<file path="config.mk">
export PLATFORM = sky130hd
export DESIGN_NAME = stutter_enc
export DESIGN_NICKNAME = d
export VERILOG_FILES = /design/src/rtl/stutter_pkg.sv /design/src/rtl/stutter_fifo.sv /design/src/rtl/stutter_seq.sv /design/src/rtl/stutter_idle.sv /design/src/rtl/stutter_enc.sv
export SDC_FILE = /design/constraint.sdc
export NUM_CORES = 1
export LEC_CHECK = 0
export BUFFER_PORTS_ARGS = -buffer_cell sky130_fd_sc_hd__buf_2
export CAP_MARGIN = 20
export CORE_AREA = 4 4 127 129
export DETAILED_ROUTE_END_ITERATION = 16
export DIE_AREA = 0 0 131 133
export PLACE_DENSITY_LB_ADDON = 0.3
export SYNTH_ARGS = -nofsm -noshare
export SYNTH_HDL_FRONTEND = slang
export SYNTH_HIERARCHICAL = 1
export SYNTH_SLANG_ARGS = --single-unit
</file>
<file path="constraint.sdc">
create_clock -name clk -period 8.9 [get_ports clk]
set_clock_uncertainty 0.2 [all_clocks]
set_input_delay 0 -clock clk [delete_from_list [all_inputs] [get_ports clk]]
set_output_delay 0 -clock clk [all_outputs]
set_load 0.01 [all_outputs]
</file>
<file path="src/rtl/stutter_pkg.sv">
package stutter_pkg;

  typedef enum logic [1:0] {
    ST_IDLE   = 2'd0,
    ST_DIRECT = 2'd1,
    ST_SCAN   = 2'd2
  } seq_st_t;

endpackage

</file>
<file path="src/rtl/stutter_fifo.sv">
module stutter_fifo #(
  parameter int W     = 4,
  parameter int DEPTH = 32
) (
  input  logic                       clk,
  input  logic                       rst_n,
  input  logic                       flush,
  input  logic                       push,
  input  logic [W-1:0]               din,
  input  logic                       pop,
  output logic [W-1:0]               dout,
  output logic                       empty,
  output logic                       full,
  output logic [$clog2(DEPTH):0]     cnt
);
  localparam int AW = $clog2(DEPTH);
  localparam logic [AW-1:0] LAST = AW'(DEPTH - 1);
  localparam logic [AW:0]   CAP  = (AW+1)'(DEPTH);

  logic [W-1:0]  mem [DEPTH];
  logic [AW-1:0] wr_ptr, rd_ptr;
  logic          do_push, do_pop;

  assign empty   = (cnt == '0);
  assign full    = (cnt == CAP);
  assign do_push = push && !full;
  assign do_pop  = pop && !empty;
  assign dout    = mem[rd_ptr];

  always_ff @(posedge clk) begin
    if (do_push) mem[wr_ptr] <= din;
  end

  always_ff @(posedge clk) begin
    if (!rst_n || flush) begin
      wr_ptr <= '0;
      rd_ptr <= '0;
      cnt    <= '0;
    end else begin
      if (do_push) wr_ptr <= (wr_ptr == LAST) ? '0 : wr_ptr + 1'b1;
      if (do_pop)  rd_ptr <= (rd_ptr == LAST) ? '0 : rd_ptr + 1'b1;
      case ({do_push, do_pop})
        2'b10:   cnt <= cnt + 1'b1;
        2'b01:   cnt <= cnt - 1'b1;
        default: cnt <= cnt;
      endcase
    end
  end
endmodule

</file>
<file path="src/rtl/stutter_seq.sv">
module stutter_seq
  import stutter_pkg::*;
#(
  parameter int W = 4
) (
  input  logic                     clk,
  input  logic                     rst_n,
  input  logic                     have_word,
  input  logic [W-1:0]             head,
  output logic                     pop,
  output logic [W-1:0]             cand,
  input  logic                     cand_ok,
  output logic [W-1:0]             bus,
  output logic                     bus_en,
  output seq_st_t                  st,
  output logic [$clog2(W+2)-1:0]   stut_cnt
);
  localparam int PCW = $clog2(W+1);
  localparam int SCW = $clog2(W+2);
  localparam logic [W-1:0] ONE = {{(W-1){1'b0}}, 1'b1};

  seq_st_t        st_n;
  logic [W-1:0]   bus_n, tgt, tgt_n, mask, mask_n, best, best_n;
  logic [PCW-1:0] best_pc, best_pc_n, mask_pc;
  logic [SCW-1:0] stut_n;
  logic           bus_en_n;
  logic [W-1:0]   diff_h, diff_t, step, pick;
  logic           good, last_step;

  assign diff_h  = bus ^ head;
  assign diff_t  = bus ^ tgt;
  assign mask_pc = PCW'($countones(mask));
  assign step    = (mask - diff_t) & diff_t;

  always_comb begin
    st_n      = st;
    bus_n     = bus;
    bus_en_n  = 1'b0;
    tgt_n     = tgt;
    mask_n    = mask;
    best_n    = best;
    best_pc_n = best_pc;
    stut_n    = stut_cnt;
    pop       = 1'b0;
    cand      = bus;
    good      = 1'b0;
    last_step = 1'b0;
    pick      = '0;
    case (st)
      ST_IDLE: begin
        cand = head;
        if (have_word) begin
          pop = 1'b1;
          if (cand_ok || (head == bus)) begin
            bus_n    = head;
            bus_en_n = 1'b1;
            stut_n   = '0;
          end else begin
            tgt_n     = head;
            mask_n    = diff_h & (~diff_h + ONE);
            best_n    = '0;
            best_pc_n = '0;
            st_n      = ST_SCAN;
          end
        end
      end
      ST_DIRECT: begin
        cand = tgt;
        if (cand_ok || (tgt == bus)) begin
          bus_n    = tgt;
          bus_en_n = 1'b1;
          stut_n   = '0;
          st_n     = ST_IDLE;
        end else begin
          mask_n    = diff_t & (~diff_t + ONE);
          best_n    = '0;
          best_pc_n = '0;
          st_n      = ST_SCAN;
        end
      end
      ST_SCAN: begin
        cand = bus ^ mask;
        good = cand_ok && (mask_pc > best_pc);
        if (good) begin
          best_n    = mask;
          best_pc_n = mask_pc;
        end
        last_step = (step == '0) || (step == diff_t);
        if (last_step) begin
          if (good)                 pick = mask;
          else if (best_pc != '0)   pick = best;
          else                      pick = diff_t & (~diff_t + ONE);
          bus_n  = bus ^ pick;
          stut_n = stut_cnt + 1'b1;
          st_n   = ST_DIRECT;
        end else begin
          mask_n = step;
        end
      end
      default: st_n = ST_IDLE;
    endcase
  end

  always_ff @(posedge clk) begin
    if (!rst_n) begin
      st       <= ST_IDLE;
      bus      <= '0;
      bus_en   <= 1'b0;
      tgt      <= '0;
      mask     <= '0;
      best     <= '0;
      best_pc  <= '0;
      stut_cnt <= '0;
    end else begin
      st       <= st_n;
      bus      <= bus_n;
      bus_en   <= bus_en_n;
      tgt      <= tgt_n;
      mask     <= mask_n;
      best     <= best_n;
      best_pc  <= best_pc_n;
      stut_cnt <= stut_n;
    end
  end
endmodule

</file>
<file path="src/rtl/stutter_idle.sv">
module stutter_idle #(
  parameter int LIM = 32
) (
  input  logic clk,
  input  logic rst_n,
  input  logic idle,
  output logic fire,
  output logic pulse
);
  localparam int CW = $clog2(LIM + 1);
  localparam logic [CW-1:0] TOP  = CW'(LIM);
  localparam logic [CW-1:0] PRE  = CW'(LIM - 1);

  logic [CW-1:0] cnt;

  assign fire = idle && (cnt == PRE);

  always_ff @(posedge clk) begin
    if (!rst_n) begin
      cnt   <= '0;
      pulse <= 1'b0;
    end else begin
      pulse <= fire;
      if (!idle)          cnt <= '0;
      else if (cnt != TOP) cnt <= cnt + 1'b1;
    end
  end
endmodule

</file>
<file path="src/rtl/stutter_enc.sv">
module stutter_enc
  import stutter_pkg::*;
#(
  parameter int W        = 4,
  parameter int DEPTH    = 32,
  parameter int IDLE_LIM = 32
) (
  input  logic         clk,
  input  logic         rst_n,
  input  logic         in_valid,
  output logic         in_ready,
  input  logic [W-1:0] in_data,
  output logic [W-1:0] bus_out,
  output logic         bus_clk_en,
  output logic [W-1:0] chk_from,
  output logic [W-1:0] chk_to,
  input  logic         chk_legal,
  output logic         idle_rst
);
  localparam int AW  = $clog2(DEPTH);
  localparam int SCW = $clog2(W + 2);

  logic               q_empty, q_full, q_pop, flush, idle;
  logic [W-1:0]       q_head;
  logic [AW:0]        fifo_cnt;
  seq_st_t            seq_st;
  logic [SCW-1:0]     stut_cnt;

  assign in_ready = !q_full;
  assign chk_from = bus_out;
  assign idle     = !in_valid && q_empty && (seq_st == ST_IDLE);

  stutter_fifo #(.W(W), .DEPTH(DEPTH)) u_fifo (
    .clk   (clk),
    .rst_n (rst_n),
    .flush (flush),
    .push  (in_valid),
    .din   (in_data),
    .pop   (q_pop),
    .dout  (q_head),
    .empty (q_empty),
    .full  (q_full),
    .cnt   (fifo_cnt)
  );

  stutter_seq #(.W(W)) u_seq (
    .clk       (clk),
    .rst_n     (rst_n),
    .have_word (!q_empty),
    .head      (q_head),
    .pop       (q_pop),
    .cand      (chk_to),
    .cand_ok   (chk_legal),
    .bus       (bus_out),
    .bus_en    (bus_clk_en),
    .st        (seq_st),
    .stut_cnt  (stut_cnt)
  );

  stutter_idle #(.LIM(IDLE_LIM)) u_idle (
    .clk   (clk),
    .rst_n (rst_n),
    .idle  (idle),
    .fire  (flush),
    .pulse (idle_rst)
  );
endmodule

</file>
* Word-level counts from Yosys, hierarchy flattened
Memories as Yosys holds them, arrays and structs flattened. A register that Yosys moved wholly into a read port is not among the register bits.
Cells that the tools add are included.
W data, S select, Z words.
** Word-level totals
- Register bits :: 45
- RAM bits :: 128
- Input bits :: 8
- Output and inout bits :: 15
- Word-level logic and storage cells :: 125
- Memories :: 1
** Cells by class
- Add/subtract/negate cells :: 11
- Magnitude comparators :: 1
- Eq/ne operators :: 20
- Mux-type cells :: 43
- Bitwise gates (word level) :: 11
- Reduce and logical (&&, ||, !) cells :: 26
** Memories
- u_fifo.mem :: depth 32, width 4, read ports 1, clocked after memory_dff 1, write ports 1, RTL line stutter_fifo.sv:20 : logic [W-1:0] mem [DEPTH];
** Operators by type and width (number)
- $mux W4 :: 16
- $pmux W4 S3 :: 4
- $mux W5 :: 4
- $xor A4 B4 Y4 :: 4
- $reduce_and A5 Y1 :: 3
- $add A6 B1 Y6 const B :: 2
- $and A4 B4 Y4 :: 3
- $eq A4 B4 Y1 :: 3
- $mux W3 :: 4
- $pmux W6 S2 :: 1
- $add A5 B1 Y5 const B :: 2
- $eq A5 B5 Y1 const B :: 2
- $pmux W3 S3 :: 1
- $add A4 B1 Y4 const B :: 2
- $mux W2 :: 4
- $ne A2 B1 Y1 const B :: 4
- $ne A2 B2 Y1 const B :: 4
- $not A4 Y4 :: 2
- $mux W1 :: 7
- $eq A6 B5 Y1 const B :: 1
- $eq A6 B6 Y1 const B :: 1
- $logic_and A1 B1 Y1 :: 6
- $logic_not A6 Y1 :: 1
- $ne A6 B6 Y1 const B :: 1
- 18 further kinds :: 30

* Longest topological paths before layout
- Word-level depth :: 11
- Gate-level depth with buffers :: 16
- Gate-level depth less buffers :: 13

* Hierarchy
The synthesis kept the hierarchy.
** Modules (own cells, without submodules)
- stutter_fifo :: instances 1, cells an instance 418, area each 6269.8 µm², sequential area each 4264.1 µm²
- stutter_seq :: instances 1, cells an instance 268, area each 2208.4 µm², sequential area each 500.5 µm²
- stutter_idle :: instances 1, cells an instance 36, area each 349.1 µm², sequential area each 140.1 µm²
- stutter_enc :: instances 1, cells an instance 7, area each 52.6 µm², sequential area each 0.0 µm²

* Least setup slack after synthesis
No wires, ideal clock.
- Path kind :: reg2reg
- Start :: register u_seq.mask[1]
- End :: register u_seq.bus[1]
- Library setup time :: 116 ps
- Arrival time :: 3392 ps
- Data required time :: 8584 ps
- Slack :: 5191 ps
- Stages on the path, launching flop included :: 13
- Path buffers :: 0
- Period minus slack after synthesis :: 3709 ps
- Cells stage by stage :: dfxtp_1 > fa_1 > ha_1 > ha_1 > ha_1 > nor2b_1 > o21a_1 > o211ai_2 > mux2_2 > xnor2_1 > o221ai_1 > or3_1 > o211a_1
** On the way
- Cells in the longest elaborated chain, start to end :: 10
- Elaborated cells on any way between the ends :: 17
- Those cells by class :: 3 x add/sub; 1 x order compare; 2 x eq/ne; 5 x mux; 2 x bitwise; 4 x reduce/logical
** RTL lines
- start, declared :: RTL line stutter_seq.sv:23 : logic [W-1:0] bus_n, tgt, tgt_n, mask, mask_n, best, best_n;
- start signal, assigned :: RTL line stutter_seq.sv:119 : mask <= mask_n;
- $add A1 B1 Y2 (implied by the code) :: RTL line stutter_seq.sv:32 : assign mask_pc = PCW'($countones(mask));
- $add A3 B3 Y3 (implied by the code) :: RTL line stutter_seq.sv:32
- $gt A3 B3 Y1 :: RTL line stutter_seq.sv:83 : good = cand_ok && (mask_pc > best_pc);
- $logic_and A1 B1 Y1 :: RTL line stutter_seq.sv:83
- $mux W4 :: RTL line stutter_seq.sv:90 : if (good) pick = mask;
- $mux W4 :: RTL line stutter_seq.sv:89 : if (last_step) begin
- $mux W4 :: RTL line stutter_seq.sv:49 : case (st)
- $xor A4 B4 Y4 :: RTL line stutter_seq.sv:93 : bus_n = bus ^ pick;
- $mux W4 :: RTL line stutter_seq.sv:89
- $pmux W4 S3 :: RTL line stutter_seq.sv:49
- end signal, assigned :: RTL line stutter_seq.sv:116 : bus <= bus_n;
- end, declared :: RTL line stutter_seq.sv:13 : output logic [W-1:0] bus,
Parallel ways exist; a longest one is shown, timed or not. The select of a mux whose other input is x is not followed.
A chain may end at the register's enable or synchronous reset.

==> impl.org <==
** Worst setup path
- CP startpoint kind :: flip-flop
- The critical path in this run is classified as flip-flop to flip-flop.
- Length in cells of the worst reg-to-reg path :: 13
- Cell with the largest stage delay on the worst path :: sky130_fd_sc_hd__buf_4
- Sort of element at the end of the critical path :: flip-flop
- Sequence of cells on the critical path :: buf_4 > mux4_2 > a22o_1 > a221oi_1 > nand3_1 > xor2_1 > nor3_2 > a21oi_1 > a21boi_1 > or3_4 > a21o_1 > a22oi_1 > nor2b_1
- R2R Path End :: u_seq/best[2]
- Internal reg-to-reg setup slack :: 4.60 ns
- Data arrives at the worst endpoint at approximately 4.4 ns.
- Largest incremental delay on the critical path :: 0.57 ns
- Largest fanout on the critical path :: 48
- Req. time, crit path :: 9.02 ns

** Clock network
- In this run, CTS created clock tree buffers numbering 17.
- Clock-pin slew was measured on the worst setup and hold paths at 0.07 ns.
- The clock reaches the later pin of the worst-skew pair after around 0.43 ns.
- CTS sink count :: roughly 180
- Root buf cell :: sky130_fd_sc_hd__clkbuf_16
- Bufs on Longest Clock Path :: 2
- In this run the number of H-tree levels came out at 4.
- TritonCTS clock tree :: built

** Routing
- Drt first-iter violations :: 470
- Vias :: 5,758
- WL/cell :: around 20 um
- Number of nets with antenna violations after detailed routing :: 0
- Using the TritonRoute via totals, the vias-per-cell ratio works out to 6.26.
- Before antenna repair, the detailed router went through 5 iterations.
- Detailed-route DRC error count :: 0
- DRT Wirelength :: 18.1 mm

** STA
- Final setup violating endpoints :: 0
- Setup repair after global routing missed its margin :: no
- The number of endpoints with negative hold slack in the final report came to 0.
- Hold is met by 0.296 ns.
- Max-slew headroom at the worst pin :: 49.5%
- Clock period minus worst slack :: 4.30 ns
- Slew @ Worst Pin :: 0.757 ns
- Setup total negative slack on the finished layout was measured at 0 ns.
- The number of pins with negative max-slew slack in the final report is 0.
- Timing would allow up to 232 MHz.
- After layout, the worst path uses 48.3% of the clock period.

** Global routing
- Maximum number of pins on one net before global-route repair :: slightly below 50
- Number of global-route vias before repair :: 5,695
- The number of antenna violations at the first check in global routing came to 0.
- Leftover overflow at the end of global routing :: 0
- The first global-routing pass estimated 29.4 mm of wire.
- All-Layer GR Usage :: 21.9%

** Hold path
- Hold Path Class :: flip-flop to flip-flop
- The worst hold path passes through 2 cells.
- Critical hold path startpoint :: u_seq/best[0]
- The path with the worst hold slack has its endpoint at u_seq/best[0].

** Place
- Buffers added on ports :: 22
- Dpl hpwl :: between 10 and 15 mm
- Routability-driven placement finished with a final weighted congestion of roughly 0.9.

** Cells and area
- Antenna cell count :: 0
- For this run, the post-layout net count is 751.
- From synthesis to final layout, the design area changed by 8.97%.
- Layout cell share with drive strength beyond 1 :: between 10% and 20%
- Number of filler instances in the final layout :: 1,103

** Synth
- A synthesized cell averages 12.3 sq um.
- During synthesis, Yosys emitted a total of 6 warnings.
- Post-synthesis cell count :: between 700 and 800
- Summing every instance area after synthesis gives 8720 sq um.
- Counting every net in the synthesized netlist gives approximately 740.

** Floorplanning
- Std cell rows :: between 40 and 50
- IO Pins :: 23
- Die footprint :: 17,400 sq um
- Core outline area :: 15,000 sq um
- Die Span X :: around 130 um
- Die extent in y :: 133 um
- For this configuration, the core starts out at a cell density of 58.0%.

** Pwr
- Fraction of power spent switching nets :: a little under two fifths
- Pwr Density :: 297 nW/um^2
- The internal portion of the total power is around 1800 uW.
- Clk network pwr share :: 25.0%
- Across the VDD grid, the largest voltage drop is 0.170 mV.
- Combinational share of power :: about two fifths
- Net Sw Power :: 1060 uW
- The share of total power dissipated in sequential elements is a little over a third.
- In this run the static leakage power is 0.00321 uW.

** Flow run
- Max-cap viol count :: 0

** Run status
- The flow ran to the end, and the final reports show no timing, DRC or antenna violations.
-- metrics by stage --
stage                     std cells  power, uW  utilization (%)  setup WS [ns]  cell area [sq um]
after floorplan                 710       1900                -           5.19               8720
after global placement          879       2060             58.8           4.45               8840
final                           920       2820             63.2           4.60               9500
after CTS                       919       2810             63.1           4.23               9490
after detailed placement        879       2100             58.8           4.25               8840
after global routing            920       2980             63.2           4.32               9500
-- flip-flops by register name (all words and copies together), names as in the netlist, named ones only --
| name | flops |
|---|---|
| u_fifo/cnt | 6 |
| u_fifo/mem | 128 |
| u_fifo/rd_ptr | 5 |
| u_fifo/wr_ptr | 5 |
| u_idle/cnt | 6 |
| u_idle/pulse | 1 |
| u_seq/best | 4 |
| u_seq/best_pc | 3 |
| u_seq/bus | 4 |
| u_seq/bus_en | 1 |
| u_seq/mask | 4 |
| u_seq/st | 2 |
| u_seq/tgt | 4 |
-- worst max path at each step --
stage / to
2_1_floorplan: u_seq/bus[1]
3_3_place_gp: u_seq/best[3]
3_5_place_dp: u_seq/best[2]
4_1_cts: u_seq/best[2]
5_1_grt: u_seq/best_pc[1]
6_report: u_seq/best[2]
-- cell type report --
| type | count | area, sq um | area share [%] |
|---|---|---|---|
| Clock buffer | 17 | 425 | 4.48 |
| Clock inverter | 15 | 136 | 1.44 |
| Inverter | 32 | 123 | 1.29 |
| Multi-Input combinational cell | 458 | 3520 | 37.1 |
| Sequential cell | 178 | 4850 | 51.0 |
| Tap cell | 188 | 235 | 2.48 |
| Timing Repair Buffer | 32 | 213 | 2.24 |
-- critical path, delay by kind of cell, from the launching register on --
kind | cells | cell delay, ns
AO/OA/AOI/OAI | 6 | 1.45
XOR/XNOR | 1 | 0.34
AND/OR/NAND/NOR | 4 | 0.90
buffers and inverters | 1 | 0.57
flip-flops | 1 | 0.32
multiplexers | 1 | 0.40
-- power groups by stage --
stage | Clock, uW | Sequential (uW) | Combinational [uW]
2_1_floorplan | 0 | 996 | 900
3_3_place_gp | 0 | 1050 | 1010
3_5_place_dp | 0 | 1060 | 1040
4_1_cts | 717 | 1040 | 1050
5_1_grt | 756 | 1040 | 1180
6_report | 705 | 1030 | 1080
-- repair_timing --
item / in CTS / in global routing
hold buffers: 8 / 0
buffers inserted: 0 / 0
hold endpoints to repair: 162 / 0
resized for setup: 0 / 0
-- cell usage in the layout, fill, tap and decap left out, types with 18 or more instances in the layout --
| master | count |
|---|---|
| sky130_fd_sc_hd__a21oi_1 | 28 |
| sky130_fd_sc_hd__buf_2 | 22 |
| sky130_fd_sc_hd__dfxtp_1 | 49 |
| sky130_fd_sc_hd__edfxtp_1 | 128 |
| sky130_fd_sc_hd__ha_1 | 23 |
| sky130_fd_sc_hd__inv_1 | 31 |
| sky130_fd_sc_hd__mux2i_1 | 46 |
| sky130_fd_sc_hd__nand2_1 | 40 |
| sky130_fd_sc_hd__nand3_1 | 27 |
| sky130_fd_sc_hd__nor2_1 | 63 |
| sky130_fd_sc_hd__nor2b_1 | 18 |
-- routing by layer --
| layer | GRT usage [%] | vias up | routed length [um] |
|---|---|---|---|
| li1 | - | 2682 | - |
| met1 | 30.0 | 2810 | 7670 |
| met2 | 34.5 | 227 | 8820 |
| met3 | 4.08 | 39 | 1130 |
| met4 | 8.57 | 0 | 466 |
| met5 | 0 | - | 0 |
Note: power is estimated with default switching activity, not from simulation.
